### config.mk
export PLATFORM = sky130hd
export DESIGN_NAME = fseq_chunker
export DESIGN_NICKNAME = d
export VERILOG_FILES = /design/src/rtl/fseq_pkg.sv /design/src/rtl/fseq_rw_chunk.sv /design/src/rtl/fseq_erase_step.sv /design/src/rtl/fseq_req_check.sv /design/src/rtl/fseq_chunker.sv
export SDC_FILE = /design/constraint.sdc
export NUM_CORES = 1
export LEC_CHECK = 0
export BUFFER_PORTS_ARGS = -buffer_cell sky130_fd_sc_hd__buf_2
export CAP_MARGIN = 0
export CORE_MARGIN = 1.5
export CORE_UTILIZATION = 45
export DETAILED_ROUTE_END_ITERATION = 16
export PLACE_DENSITY = 0.69
export SETUP_SLACK_MARGIN = 0.2
export SYNTH_ARGS = -nofsm -noshare
export SYNTH_HDL_FRONTEND = slang
export SYNTH_SLANG_ARGS = --single-unit
### constraint.sdc
create_clock -name clk -period 5.2 [get_ports clk]
set_clock_uncertainty 0.2 [all_clocks]
set_input_delay 0.78 -clock clk [delete_from_list [all_inputs] [get_ports clk]]
set_output_delay 0.78 -clock clk [all_outputs]
set_load 0.01 [all_outputs]
### src/rtl/fseq_pkg.sv
package fseq_pkg;

    typedef enum logic [1:0] {
        OP_RD = 2'd0,
        OP_WR = 2'd1,
        OP_ER = 2'd2,
        OP_ST = 2'd3
    } op_e;

    typedef enum logic [1:0] {
        S_IDLE  = 2'd0,
        S_ISSUE = 2'd1,
        S_WAIT  = 2'd2
    } st_e;

    // cycle codes decoded by the downstream command engine
    localparam logic [3:0] CYC_RD   = 4'd0;
    localparam logic [3:0] CYC_WR   = 4'd2;
    localparam logic [3:0] CYC_E4K  = 4'd3;
    localparam logic [3:0] CYC_E64K = 4'd4;
    localparam logic [3:0] CYC_STAT = 4'd8;

    localparam logic [1:0] RES_OK    = 2'd0;
    localparam logic [1:0] RES_HWERR = 2'd1;
    localparam logic [1:0] RES_ARG   = 2'd2;

endpackage

### src/rtl/fseq_rw_chunk.sv
// Size of the next read/write chunk: min(remaining, buffer, bytes to page end)
module fseq_rw_chunk #(
    parameter int LEN_W      = 32,
    parameter int BUF_BYTES  = 64,
    parameter int PAGE_BYTES = 256,
    localparam int PG_W      = $clog2(PAGE_BYTES)
) (
    input  logic [PG_W-1:0]  page_off,
    input  logic [LEN_W-1:0] rem,
    output logic [LEN_W-1:0] bytes
);
    logic [LEN_W-1:0] to_page;
    logic [LEN_W-1:0] lim;

    assign to_page = LEN_W'(PAGE_BYTES) - LEN_W'(page_off);

    generate
        if (BUF_BYTES >= PAGE_BYTES) begin : g_page_bound
            // the page is never larger than the buffer: page end is the limit
            assign lim = to_page;
        end else begin : g_both_bound
            assign lim = (LEN_W'(BUF_BYTES) < to_page) ? LEN_W'(BUF_BYTES) : to_page;
        end
    endgenerate

    assign bytes = (rem < lim) ? rem : lim;

endmodule

### src/rtl/fseq_erase_step.sv
// Picks block or sector erase for the current position
module fseq_erase_step #(
    parameter int LEN_W        = 32,
    parameter int SECTOR_BYTES = 4096,
    parameter int BLOCK_BYTES  = 65536,
    localparam int BLK_W       = $clog2(BLOCK_BYTES)
) (
    input  logic [BLK_W-1:0] blk_off,
    input  logic [LEN_W-1:0] rem,
    output logic             use_blk,
    output logic [LEN_W-1:0] bytes
);
    assign use_blk = (blk_off == '0) && (rem >= LEN_W'(BLOCK_BYTES));
    assign bytes   = use_blk ? LEN_W'(BLOCK_BYTES) : LEN_W'(SECTOR_BYTES);

endmodule

### src/rtl/fseq_req_check.sv
// Classifies a new request: needs commands, or completes at once with a code
module fseq_req_check
    import fseq_pkg::*;
#(
    parameter int LEN_W        = 32,
    parameter int SECTOR_BYTES = 4096,
    localparam int SEC_W       = $clog2(SECTOR_BYTES)
) (
    input  op_e              op,
    input  logic [SEC_W-1:0] sec_off,
    input  logic [LEN_W-1:0] len,
    output logic             imm,
    output logic [1:0]       imm_code
);
    always_comb begin
        imm      = 1'b0;
        imm_code = RES_OK;
        case (op)
            OP_RD, OP_WR: begin
                imm = (len == '0);
            end
            OP_ER: begin
                if ((sec_off != '0) || (len[SEC_W-1:0] != '0)) begin
                    imm      = 1'b1;
                    imm_code = RES_ARG;
                end else begin
                    imm = (len == '0);
                end
            end
            default: begin
                imm = 1'b0;
            end
        endcase
    end

endmodule

### src/rtl/fseq_chunker.sv
module fseq_chunker
    import fseq_pkg::*;
#(
    parameter int ADDR_W       = 32,
    parameter int LEN_W        = 32,
    parameter int BUF_BYTES    = 64,
    parameter int PAGE_BYTES   = 256,
    parameter int SECTOR_BYTES = 4096,
    parameter int BLOCK_BYTES  = 65536,
    localparam int CNT_W       = $clog2(BUF_BYTES)
) (
    input  logic              clk,
    input  logic              rst_n,
    input  logic              req_valid,
    input  logic [1:0]        req_op,
    input  logic [ADDR_W-1:0] req_addr,
    input  logic [LEN_W-1:0]  req_len,
    output logic              busy,
    output logic              cmd_valid,
    input  logic              cmd_ready,
    output logic [ADDR_W-1:0] cmd_addr,
    output logic [3:0]        cmd_cycle,
    output logic [CNT_W-1:0]  cmd_cnt,
    input  logic              rsp_valid,
    input  logic              rsp_err,
    output logic              done_pulse,
    output logic [1:0]        done_code
);
    localparam int PG_W  = $clog2(PAGE_BYTES);
    localparam int SEC_W = $clog2(SECTOR_BYTES);
    localparam int BLK_W = $clog2(BLOCK_BYTES);

    typedef struct packed {
        st_e               st;
        op_e               op;
        logic [ADDR_W-1:0] addr;
        logic [LEN_W-1:0]  rem;
        logic              done;
        logic [1:0]        code;
    } seq_t;

    seq_t q, d;

    op_e              op_in;
    logic             imm;
    logic [1:0]       imm_code;
    logic [LEN_W-1:0] rw_bytes;
    logic [LEN_W-1:0] er_bytes;
    logic             er_blk;
    logic [LEN_W-1:0] step;

    assign op_in = op_e'(req_op);

    fseq_req_check #(
        .LEN_W        (LEN_W),
        .SECTOR_BYTES (SECTOR_BYTES)
    ) u_check (
        .op       (op_in),
        .sec_off  (req_addr[SEC_W-1:0]),
        .len      (req_len),
        .imm      (imm),
        .imm_code (imm_code)
    );

    fseq_rw_chunk #(
        .LEN_W      (LEN_W),
        .BUF_BYTES  (BUF_BYTES),
        .PAGE_BYTES (PAGE_BYTES)
    ) u_rw (
        .page_off (q.addr[PG_W-1:0]),
        .rem      (q.rem),
        .bytes    (rw_bytes)
    );

    fseq_erase_step #(
        .LEN_W        (LEN_W),
        .SECTOR_BYTES (SECTOR_BYTES),
        .BLOCK_BYTES  (BLOCK_BYTES)
    ) u_er (
        .blk_off (q.addr[BLK_W-1:0]),
        .rem     (q.rem),
        .use_blk (er_blk),
        .bytes   (er_bytes)
    );

    always_comb begin
        case (q.op)
            OP_ER:   step = er_bytes;
            OP_ST:   step = LEN_W'(1);
            default: step = rw_bytes;
        endcase
    end

    always_comb begin
        d      = q;
        d.done = 1'b0;
        case (q.st)
            S_IDLE: begin
                if (req_valid) begin
                    if (imm) begin
                        d.done = 1'b1;
                        d.code = imm_code;
                    end else begin
                        d.st   = S_ISSUE;
                        d.op   = op_in;
                        d.addr = (op_in == OP_ST) ? '0 : req_addr;
                        d.rem  = (op_in == OP_ST) ? LEN_W'(1) : req_len;
                    end
                end
            end
            S_ISSUE: begin
                if (cmd_ready) begin
                    d.st = S_WAIT;
                end
            end
            S_WAIT: begin
                if (rsp_valid) begin
                    if (rsp_err) begin
                        d.st   = S_IDLE;
                        d.done = 1'b1;
                        d.code = RES_HWERR;
                    end else begin
                        d.addr = q.addr + ADDR_W'(step);
                        d.rem  = q.rem - step;
                        if (q.rem == step) begin
                            d.st   = S_IDLE;
                            d.done = 1'b1;
                            d.code = RES_OK;
                        end else begin
                            d.st = S_ISSUE;
                        end
                    end
                end
            end
            default: begin
                d.st = S_IDLE;
            end
        endcase
    end

    always_ff @(posedge clk) begin
        if (!rst_n) begin
            q <= '0;
        end else begin
            q <= d;
        end
    end

    assign busy       = (q.st != S_IDLE);
    assign cmd_valid  = (q.st == S_ISSUE);
    assign cmd_addr   = q.addr;
    assign done_pulse = q.done;
    assign done_code  = q.code;

    always_comb begin
        case (q.op)
            OP_RD:   cmd_cycle = CYC_RD;
            OP_WR:   cmd_cycle = CYC_WR;
            OP_ER:   cmd_cycle = er_blk ? CYC_E64K : CYC_E4K;
            default: cmd_cycle = CYC_STAT;
        endcase
    end

    assign cmd_cnt = ((q.op == OP_RD) || (q.op == OP_WR)) ? CNT_W'(rw_bytes - LEN_W'(1)) : '0;


    cmd_hold_chk: assert property (@(posedge clk) disable iff (!rst_n)
        (cmd_valid && !cmd_ready) |=> (cmd_valid && $stable(cmd_addr)
                                       && $stable(cmd_cycle) && $stable(cmd_cnt)));


    page_cross_chk: assert property (@(posedge clk) disable iff (!rst_n)
        (cmd_valid && ((cmd_cycle == CYC_RD) || (cmd_cycle == CYC_WR)))
        |-> ((32'(cmd_addr[PG_W-1:0]) + 32'(cmd_cnt)) < 32'(PAGE_BYTES)));


    block_align_chk: assert property (@(posedge clk) disable iff (!rst_n)
        (cmd_valid && (cmd_cycle == CYC_E64K)) |-> (cmd_addr[BLK_W-1:0] == '0));


    sector_align_chk: assert property (@(posedge clk) disable iff (!rst_n)
        (cmd_valid && (cmd_cycle == CYC_E4K)) |-> (cmd_addr[SEC_W-1:0] == '0));


    err_stop_chk: assert property (@(posedge clk) disable iff (!rst_n)
        (busy && !cmd_valid && rsp_valid && rsp_err)
        |=> (done_pulse && (done_code == RES_HWERR) && !cmd_valid));


    cmd_busy_chk: assert property (@(posedge clk) disable iff (!rst_n)
        cmd_valid |-> busy);


    done_code_chk: assert property (@(posedge clk) disable iff (!rst_n)
        done_pulse |-> ((done_code != 2'd3) && !busy));

endmodule

Word-level counts from Yosys, hierarchy flattened
Index checks and enable logic that the tools add are counted.
- bits in registers: 71
- input port bits: 72
- output and inout bits: 47
- word-level logic and storage cells: 73
- add/sub/neg operators: 4
- $lt $le $gt $ge: 3
- eq/ne operators: 16
- multiplexer cells: 26
- bitwise gates (word level): 1
- reductions and logical operators: 17
- operators by type and width (operator ; number):
    case mux 67 bit (2 select lines) ; 1
    two-way mux 32 bit ; 4
    two-way mux 71 bit ; 1
    two-way mux 68 bit ; 1
    two-way mux 67 bit ; 1
    two-way mux 64 bit ; 1
    case mux 32 bit (2 select lines) ; 1
    adder 32 bit ; 1
    == test 32 bit ; 1
    >= comparator 32 x 17 -> 1 bit (second input constant) ; 1
    zero test 32 bit ; 1
    < comparator 32 bit ; 1
    < comparator 7 x 32 -> 1 bit (first input constant) ; 1
    subtractor 32 bit ; 1
    nonzero test 12 bit ; 2
    two-way mux 17 bit ; 1
    zero test 16 bit ; 1
    two-way mux 3 bit ; 4
    case mux 4 bit (3 select lines) ; 1
    == test 2 bit (second input constant) ; 5
    two-way mux 2 bit ; 5
    inequality test 2 bit (second input constant) ; 5
    AND reduction 5 bit ; 2
    subtractor 9 x 8 -> 10 bit (first input constant) ; 1
    16 further kinds ; 23

Depth between registers and ports, before layout
Gate-level depths: netlist of run 1.
- depth after elaboration: 11
- mapped depth: 30
- mapped depth without buffers: 29

Hierarchy
Synthesis of run 1 repeated with hierarchy kept, for this count alone.
- cells, all modules: 1157
- area total of the unflattened synthesis: 8534.4 µm²
- modules (own cells, without submodules) (module ; instances ; cells each ; area an instance (µm²) ; sequential area each (µm²)):
    fseq_chunker ; 1 ; 974 ; 7200.7 ; 1421.4
    fseq_rw_chunk ; 1 ; 118 ; 855.8 ; 0.0
    fseq_erase_step ; 1 ; 43 ; 336.6 ; 0.0
    fseq_req_check ; 1 ; 22 ; 141.4 ; 0.0

Worst setup path before layout of run 1
OpenSTA, ideal clock, no wires.
- kind: flip-flop to flip-flop
- start point: reg q, in the netlist cmd_addr[0]
- end point: reg q, in the netlist cmd_addr[22]
- setup time: 0.123 ns
- arrival: 5.448 ns
- data required time: 4.877 ns
- path slack: -0.571 ns
- cell stages (with the launch flop): 31
- buffers on the path: 1
- period minus slack after synthesis: 5.771 ns
- cells stage by stage: dfxtp_1 inv_1 ha_1 nand2b_1 o21ai_0 a41o_1 o311a_4 and3_2 inv_1 ha_1 a21oi_1 nor2b_1 o21ai_0 nand4b_1 nor3_4 buf_6 mux2i_1 nor2_1 nor2_1 ha_1 inv_1 fa_1 nor2b_1 o21bai_1 a31oi_1 o31ai_1 o31a_1 o31ai_1 xor2_1 a221oi_1 nor2_1
- longest elaborated chain between the ends: 10
- elaborated cells between the ends (all ways): 13
- those cells by class: add/sub (2); order compare (2); mux (7); reduce/logical (2)
- ends and longest elaborated chain (item ; RTL line ; text):
    start: declaration ; fseq_chunker.sv:42 ; seq_t q, d;
    start signal: assignment ; fseq_chunker.sv:143 ; q <= '0;
    start signal: assignment ; fseq_chunker.sv:145 ; q <= d;
    subtractor 9 x 8 -> 10 bit ; fseq_rw_chunk.sv:15 ; assign to_page = LEN_W'(PAGE_BYTES) - LEN_W'(page_off);
    < comparator 7 x 32 -> 1 bit ; fseq_rw_chunk.sv:22 ; assign lim = (LEN_W'(BUF_BYTES) < to_page) ? LEN_W'(BUF_BYTES) : to_page;
    two-way mux 32 bit ; fseq_rw_chunk.sv:22 ;
    < comparator 32 bit ; fseq_rw_chunk.sv:26 ; assign bytes = (rem < lim) ? rem : lim;
    two-way mux 32 bit ; fseq_rw_chunk.sv:26 ;
    case mux 32 bit (2 select lines) ; fseq_chunker.sv:87 ; case (q.op)
    adder 32 bit (*) ; fseq_chunker.sv:123 ; d.addr = q.addr + ADDR_W'(step);
    two-way mux 64 bit (*) ; fseq_chunker.sv:118 ; if (rsp_err) begin
    two-way mux 67 bit (*) ; fseq_chunker.sv:117 ; if (rsp_valid) begin
    case mux 67 bit (2 select lines) (*) ; fseq_chunker.sv:97 ; case (q.st)
Mark *: on every way between the ends. The rest lies on a longest branch, timed or not. The select of a mux whose other input is x is not followed.
A chain may end at the register's enable or synchronous reset.

Final worst setup path of run 1
- start point: reg q, in the netlist cmd_addr[1]
- end point: reg q, in the netlist cmd_addr[22]
The elaborated chain is that of the path after synthesis.

==> results.tsv, run 1 <==
stage	metric	value	unit
detailed_routing	vias per cell	6.014	
synthesis	Mean Syn Cell Area	7.637	sq um
placement	input/output buffers	118	
placement	gpl congestion	1.003	
critical_path	CP Capture Type	register	
detailed_routing	DR pass1 iterations	6	
floorplan	Ports	119	
clock_tree	CTS tree	yes	
final_layout	share of cells above drive strength 1	0.3878	
detailed_routing	Routed wire per std cell	19.08	um
timing	fmax	173.4	MHz
timing	final worst slack	-567.1	ps
global_route	initial antenna violation count	1	
clock_tree	Sink Count	71	
critical_path	Slowest cell on crit path	dfxtp_4	
synthesis	post-synthesis sequential area ratio	0.1891	
detailed_routing	Post-route DRC	0	
final_layout	final instance area	0.01090	sq mm
timing	RSZ-0062 raised after global routing	yes	
detailed_routing	WL final	27590	um
detailed_routing	routed via count	8696	
placement	Final HPWL DP	17750	um
final_layout	fin cells	1446	
pwr	total power	0.002662	W
critical_path	worst reg-to-reg setup slack	-570	ps
critical_path	critical path's largest stage delay	380	ps
global_route	first-pass GRT wire length	40140	um
detailed_routing	Routed Antenna Nets	0	
synthesis	ys flop type	dfxtp_1	
critical_path	worst endpoint required time	5250	ps
placement	placed instance area	0.008991	sq mm
synthesis	post-synthesis cell count	984	
clock_tree	Clock Pin Slew Worst Setup and Hold Paths	60	ps
global_route	GR Overflow Total	0	
floorplan	cell row count	47	
final_layout	nets@finish	1370	
run	MaxCap Viol Count	0	
final_layout	most frequent cells in the layout	buf_2, buf_4, nor2_1	
floorplan	DIE HEIGHT	132.2	um
final_layout	# fillers	1350	
timing	Max Slew Vio Count	0	
timing	Hold Fails Final Rpt	0	
pwr	pwr dens	244.2	mW/mm^2
status	status	complete, but fails checks	
synthesis	asr flop ratio synth	0	
clock_tree	# hold bufs at CTS	0	
critical_path	Critical Path AT	5820	ps
synthesis	Cell variety after synth	82	
pwr	P_leak	4.881	nW
floorplan	total core area	0.01647	sq mm
status	failing checks	negative setup slack	
detailed_routing	DR iter-0 viols	626	
pwr	Worst VDD drop	206.8	uV
timing	Tightest Pin Transition	1376	ps
floorplan	initial core utilization	0.4564	
final_layout	area grow syn2layout	45.10	%
synthesis	Yosys Warn Count	0	
global_route	vias in the first global route	7885	
critical_path	crit start category	register	
floorplan	DIE WIDTH	132.2	um
final_layout	most common cell after layout, fill and taps aside	buf_2	
placement	Placed Instances	1374	
clock_tree	H-tree levels	3	
critical_path	Crit Path Category	reg -> reg	
synthesis	Synth Register Bits	71	
synthesis	Post-synth EDFFs	0	
timing	Rel. slew slack	0.08032	
critical_path	CP Max Fanout	5	
clock_tree	TritonCTS Buffers	9	
global_route	largest net degree at the start of global routing	54	
floorplan	Die ar.	0.01748	sq mm
hold_path	Hold WC Path Type	reg -> reg	
synthesis	cell area after synthesis	0.007515	sq mm
clock_tree	worst skew pair latency	370	ps
timing	Final period util	1.109	
global_route	gr usage total	0.2824	
timing	Final Setup Violations	46	
clock_tree	root buffer cell	clkbuf_16	
timing	Final Critical Period	5767	ps
clock_tree	maximum root-to-sink buffer count	2	
[flip-flops by register name, summed over array words and instances, names as in the netlist]
register / cells
done_code: 2
done_pulse: 1
cmd_addr: 32
q: 36
[timing repair]
item                                    4_1_cts  5_1_grt
hold endpoints to repair                      0        0
setup buffers                                33       22
pin swaps                                   121      125
endpoints found under the setup margin       46       59
gates resized for setup                     101      131
[where the power goes]
| part | total, W | internal, W | leakage (nW) | switching [W] |
|---|---|---|---|---|
| sequential | 0.000656 | 0.000594 | 0.586 | 0.0000622 |
| clock | 0.000630 | 0.000363 | 0.145 | 0.000266 |
| combinational | 0.00138 | 0.000637 | 4.15 | 0.000740 |
[layer usage]
metal	part of all wire	up-vias	wire length, um	global-route usage
met3	0.071	107	1962	0.06228
met4	0.042	0	1161	0.1081
met2	0.48	371	13220	0.4645
li1	-	4085	-	-
met1	0.41	4133	11240	0.3610
met5	0	-	0	0
[critical path, delay by kind of cell, from the launching register on]
kind	cells	cell delay, ps
AO/OA/AOI/OAI	11	1910
AND/OR/NAND/NOR	9	1360
adder cells (fa/ha/maj)	4	880
buffers and inverters	6	540
flip-flops	1	380
multiplexers	1	260
XOR/XNOR	1	110
[logic make-up after synthesis]
group / Yosys count / synth area share
buf+inv: 116 / 0.07775
mux: 10 / 0.01582
simple gates: 341 / 0.2356
xor+xnor: 53 / 0.06177
other cells: 2 / 0.0009994
flops: 71 / 0.1891
compound gates: 313 / 0.2870
fa+ha+maj: 78 / 0.1319
[worst paths after layout]
path / from / to / depth (start not counted)
max: cmd_addr[1] / cmd_addr[22] / 32
max reg2reg: cmd_addr[1] / cmd_addr[22] / 32
min: done_code[1] / done_code[1] / 2
min reg2reg: done_code[1] / done_code[1] / 2
[cell type report]
| class | count | area, sq um | area share |
|---|---|---|---|
| Clock inverter | 3 | 15.01 | 0.001377 |
| Sequential cell | 71 | 1430 | 0.1312 |
| Timing Repair Buffer | 265 | 1869 | 0.1714 |
| Inverter | 34 | 137.6 | 0.01262 |
| Tap cell | 220 | 275.3 | 0.02524 |
| Multi-Input combinational cell | 839 | 6903 | 0.6330 |
| Clock buffer | 13 | 271.5 | 0.02490 |
| Antenna cell | 1 | 2.502 | 0.0002295 |
[synth_stat cells (25+ instances only)]
| library cell | n | area [sq um] |
|---|---|---|
| nand2_1 | 59 | 221.5 |
| a21oi_1 | 61 | 305.3 |
| a21o_1 | 27 | 202.7 |
| a221oi_1 | 43 | 376.6 |
| dfxtp_1 | 71 | 1421 |
| clkbuf_1 | 36 | 135.1 |
| o21ai_0 | 70 | 350.3 |
| buf_4 | 34 | 255.2 |
| xnor2_1 | 32 | 280.3 |
| nor2_1 | 103 | 386.6 |
| nor3b_1 | 25 | 187.7 |
| inv_1 | 31 | 116.4 |
| ha_1 | 76 | 950.9 |
[metrics by stage]
step / worst slack [ps] / util / TNS, ps / hold slack, ps
floorplan: -286.0 / - / -1853 / 262.6
finish: -567.1 / 0.6622 / -15870 / 319.2
CTS: -237.5 / 0.6093 / -2951 / 317.8
detailed placement: -429.2 / 0.5460 / -6148 / 298.8
global placement: -264.7 / 0.5460 / -2963 / 296.9
global route: -720.1 / 0.6622 / -25340 / 354.5
Note: power is estimated with default switching activity, not from simulation.
==> inputs of run 2 (changes only) <==
==> constraint.sdc (replaced) <==
create_clock -name clk -period 5.2 [get_ports clk]
set_clock_uncertainty 0.2 [all_clocks]
set_input_delay 0.78 -clock clk [delete_from_list [all_inputs] [get_ports clk]]
set_output_delay 0.78 -clock clk [all_outputs]
set_load 0.1 [all_outputs]
==> run 2 against run 1 <==
The flow still finishes with violations (negative setup slack). Cell count down 0.76%. Die area unchanged. First-iteration DRC count down 9.1%. Maximum frequency up 5.1%. Global-route usage down 0.48 points. Sequential cell count unchanged.
==> results.tsv, run 2 (same netlist as run 1, synthesis figures left out) <==
stage	metric	value	unit	change
detailed_routing	vias per cell	5.915		-1.6%
final_layout	nets@finish	1361		-0.66%
detailed_routing	DR pass1 iterations	5		-1
final_layout	Final Util	0.6444		-0.01786
floorplan	Die ar.	0.01748	sq mm	unchanged
timing	Rel. slew slack	0.4172		+0.3368
hold_path	Hold WC Path Type	reg -> reg		
critical_path	CP Max Fanout	5		unchanged
critical_path	Critical Path AT	5530	ps	-290 ps
final_layout	area grow syn2layout	41.19	%	
run	MaxCap Viol Count	0		unchanged
critical_path	worst endpoint required time	5250	ps	about the same
final_layout	antenna cell count	0		-1
final_layout	Largest Register	q		
floorplan	DIE WIDTH	132.2	um	unchanged
clock_tree	worst skew pair latency	350	ps	-20 ps
final_layout	max reg flops	36		unchanged
detailed_routing	DR iter-0 viols	569		-9.1%
detailed_routing	WL final	26140	um	-5.2%
critical_path	cell family with the largest share of critical-path delay	compound AO/OA/AOI/OAI gates		
pwr	Worst VDD drop	166.1	uV	-20%
timing	Final Critical Period	5488	ps	-278.7 ps
clock_tree	Clock Pin Slew Worst Setup and Hold Paths	60	ps	about the same
detailed_routing	Routed wire per std cell	18.22	um	-4.5%
placement	pre-CTS setup slack	-414.1	ps	+15.13 ps
floorplan	initial core utilization	0.4564		unchanged
critical_path	crit start category	register		
status	failing checks	negative setup slack		
critical_path	Crit Path Category	reg -> reg		
placement	Final HPWL DP	18210	um	+2.6%
timing	fmax	182.2	MHz	+5.1%
global_route	GR Overflow Total	0		unchanged
placement	input/output buffers	118		unchanged
timing	Final period util	1.055		-0.05359
timing	Tightest Pin Transition	852.2	ps	-524.0 ps
global_route	first-pass GRT wire length	39530	um	-1.5%
clock_tree	maximum root-to-sink buffer count	2		unchanged
timing	Final Setup Violations	33		-28%
critical_path	CP Capture Type	register		
clock_tree	Sink Count	71		unchanged
global_route	vias in the first global route	7879		-0.076%
timing	RSZ-0062 raised after global routing	yes		
global_route	gr usage total	0.2776		-0.004778
detailed_routing	Post-route DRC	0		unchanged
pwr	pwr dens	272.0	mW/mm^2	+11%
detailed_routing	routed via count	8488		-2.4%
global_route	initial antenna violation count	0		-1
pwr	P_leak	4.791	nW	-1.8%
floorplan	cell row count	47		unchanged
timing	final worst slack	-288.4	ps	+278.7 ps
critical_path	worst path buffer plus inverter count	7		+1
critical_path	Slowest cell on crit path	dfxtp_4		
clock_tree	root buffer cell	clkbuf_16		
detailed_routing	Routed Antenna Nets	0		unchanged
floorplan	total core area	0.01647	sq mm	unchanged
clock_tree	CTS tree	yes		
timing	Fin Hold WS	295.9	ps	-23.31 ps
final_layout	share of cells above drive strength 1	0.3621		-0.02562
final_layout	most frequent cells in the layout	buf_2, buf_4, nor2_1		
status	status	complete, but fails checks		
floorplan	DIE HEIGHT	132.2	um	unchanged
timing	Hold Fails Final Rpt	0		unchanged
clock_tree	H-tree levels	3		unchanged
timing	Max Slew Vio Count	0		unchanged
clock_tree	TritonCTS Buffers	9		unchanged
floorplan	Ports	119		unchanged
final_layout	# fillers	1406		+4.1%
critical_path	critical path's largest stage delay	380	ps	about the same
placement	gpl congestion	0.9309		-7.2%
global_route	largest net degree at the start of global routing	53		-1.9%
-- run 2: cell count changes in the layout (fill, tap and decap cells not counted), moves of 3 or more --
cell	before	now
a221oi_1	20	33
a221oi_2	24	11
buf_2	118	114
buf_4	105	114
buf_6	40	23
clkinv_2	3	0
inv_1	23	26
inv_2	7	4
nor2_1	94	91
xor2_1	14	19
xor2_2	7	2
-- run 2: worst paths after layout --
kind | start | to | slack [ps] | cells past startpoint
worst max register to register | cmd_addr[0] | cmd_addr[21] | -290 | 31
worst min register to register | cmd_addr[30] | cmd_addr[30] | 300 | 2
worst max-delay path | cmd_addr[0] | cmd_addr[21] | -290 | 31
worst min-delay path | cmd_addr[30] | cmd_addr[30] | 300 | 2
-- run 2: through the flow --
stage               setup TNS, ps  instance area, sq um  cells  total power [W]
finish                      -3966                 10610   1435         0.002886
global route               -13500                 10610   1435         0.003016
CTS                         -1774                 10040   1415         0.002734
detailed placement          -7337                  9077   1379         0.001951
global placement            -3650                  9077   1379         0.001941
floorplan                   -5492                  7866   1026         0.001612
-- run 2: cell type report --
cell class                      instances  area, sq um  share of cell area
Multi-Input combinational cell        839         6680              0.6296
Inverter                               34        137.6             0.01297
Clock inverter                          2        36.28            0.003420
Clock buffer                           13        271.5             0.02559
Sequential cell                        71         1429              0.1347
Timing Repair Buffer                  256         1780              0.1678
Tap cell                              220        275.3             0.02594
-- run 2: timing repair --
item,in CTS,in global routing
endpoints found under the hold margin,0,0
buffers inserted,21,20
pin swaps,83,82
endpoints found under the setup margin,49,58
gates resized for setup,100,81
hold buffers,0,0
-- run 2: routing by layer --
layer | track usage | share of wire
met1 | 0.3676 | 0.43
met2 | 0.4674 | 0.49
met3 | 0.03230 | 0.057
met4 | 0.09646 | 0.026
met5 | 0 | 0
-- run 2: worst reg2reg max path: cells and delay by family (launching register included) --
family / cells / cell delay [ps]
AO/OA/AOI/OAI: 13 / 2310
buffers and inverters: 7 / 680
flip-flops: 1 / 380
AND/OR/NAND/NOR: 7 / 1170
adder cells (fa/ha/maj): 3 / 500
XOR/XNOR: 1 / 150
-- run 2: where the power goes --
group          internal [W]  switching [W]
clock              0.000413       0.000270
combinational      0.000616       0.000933
sequential         0.000594      0.0000611
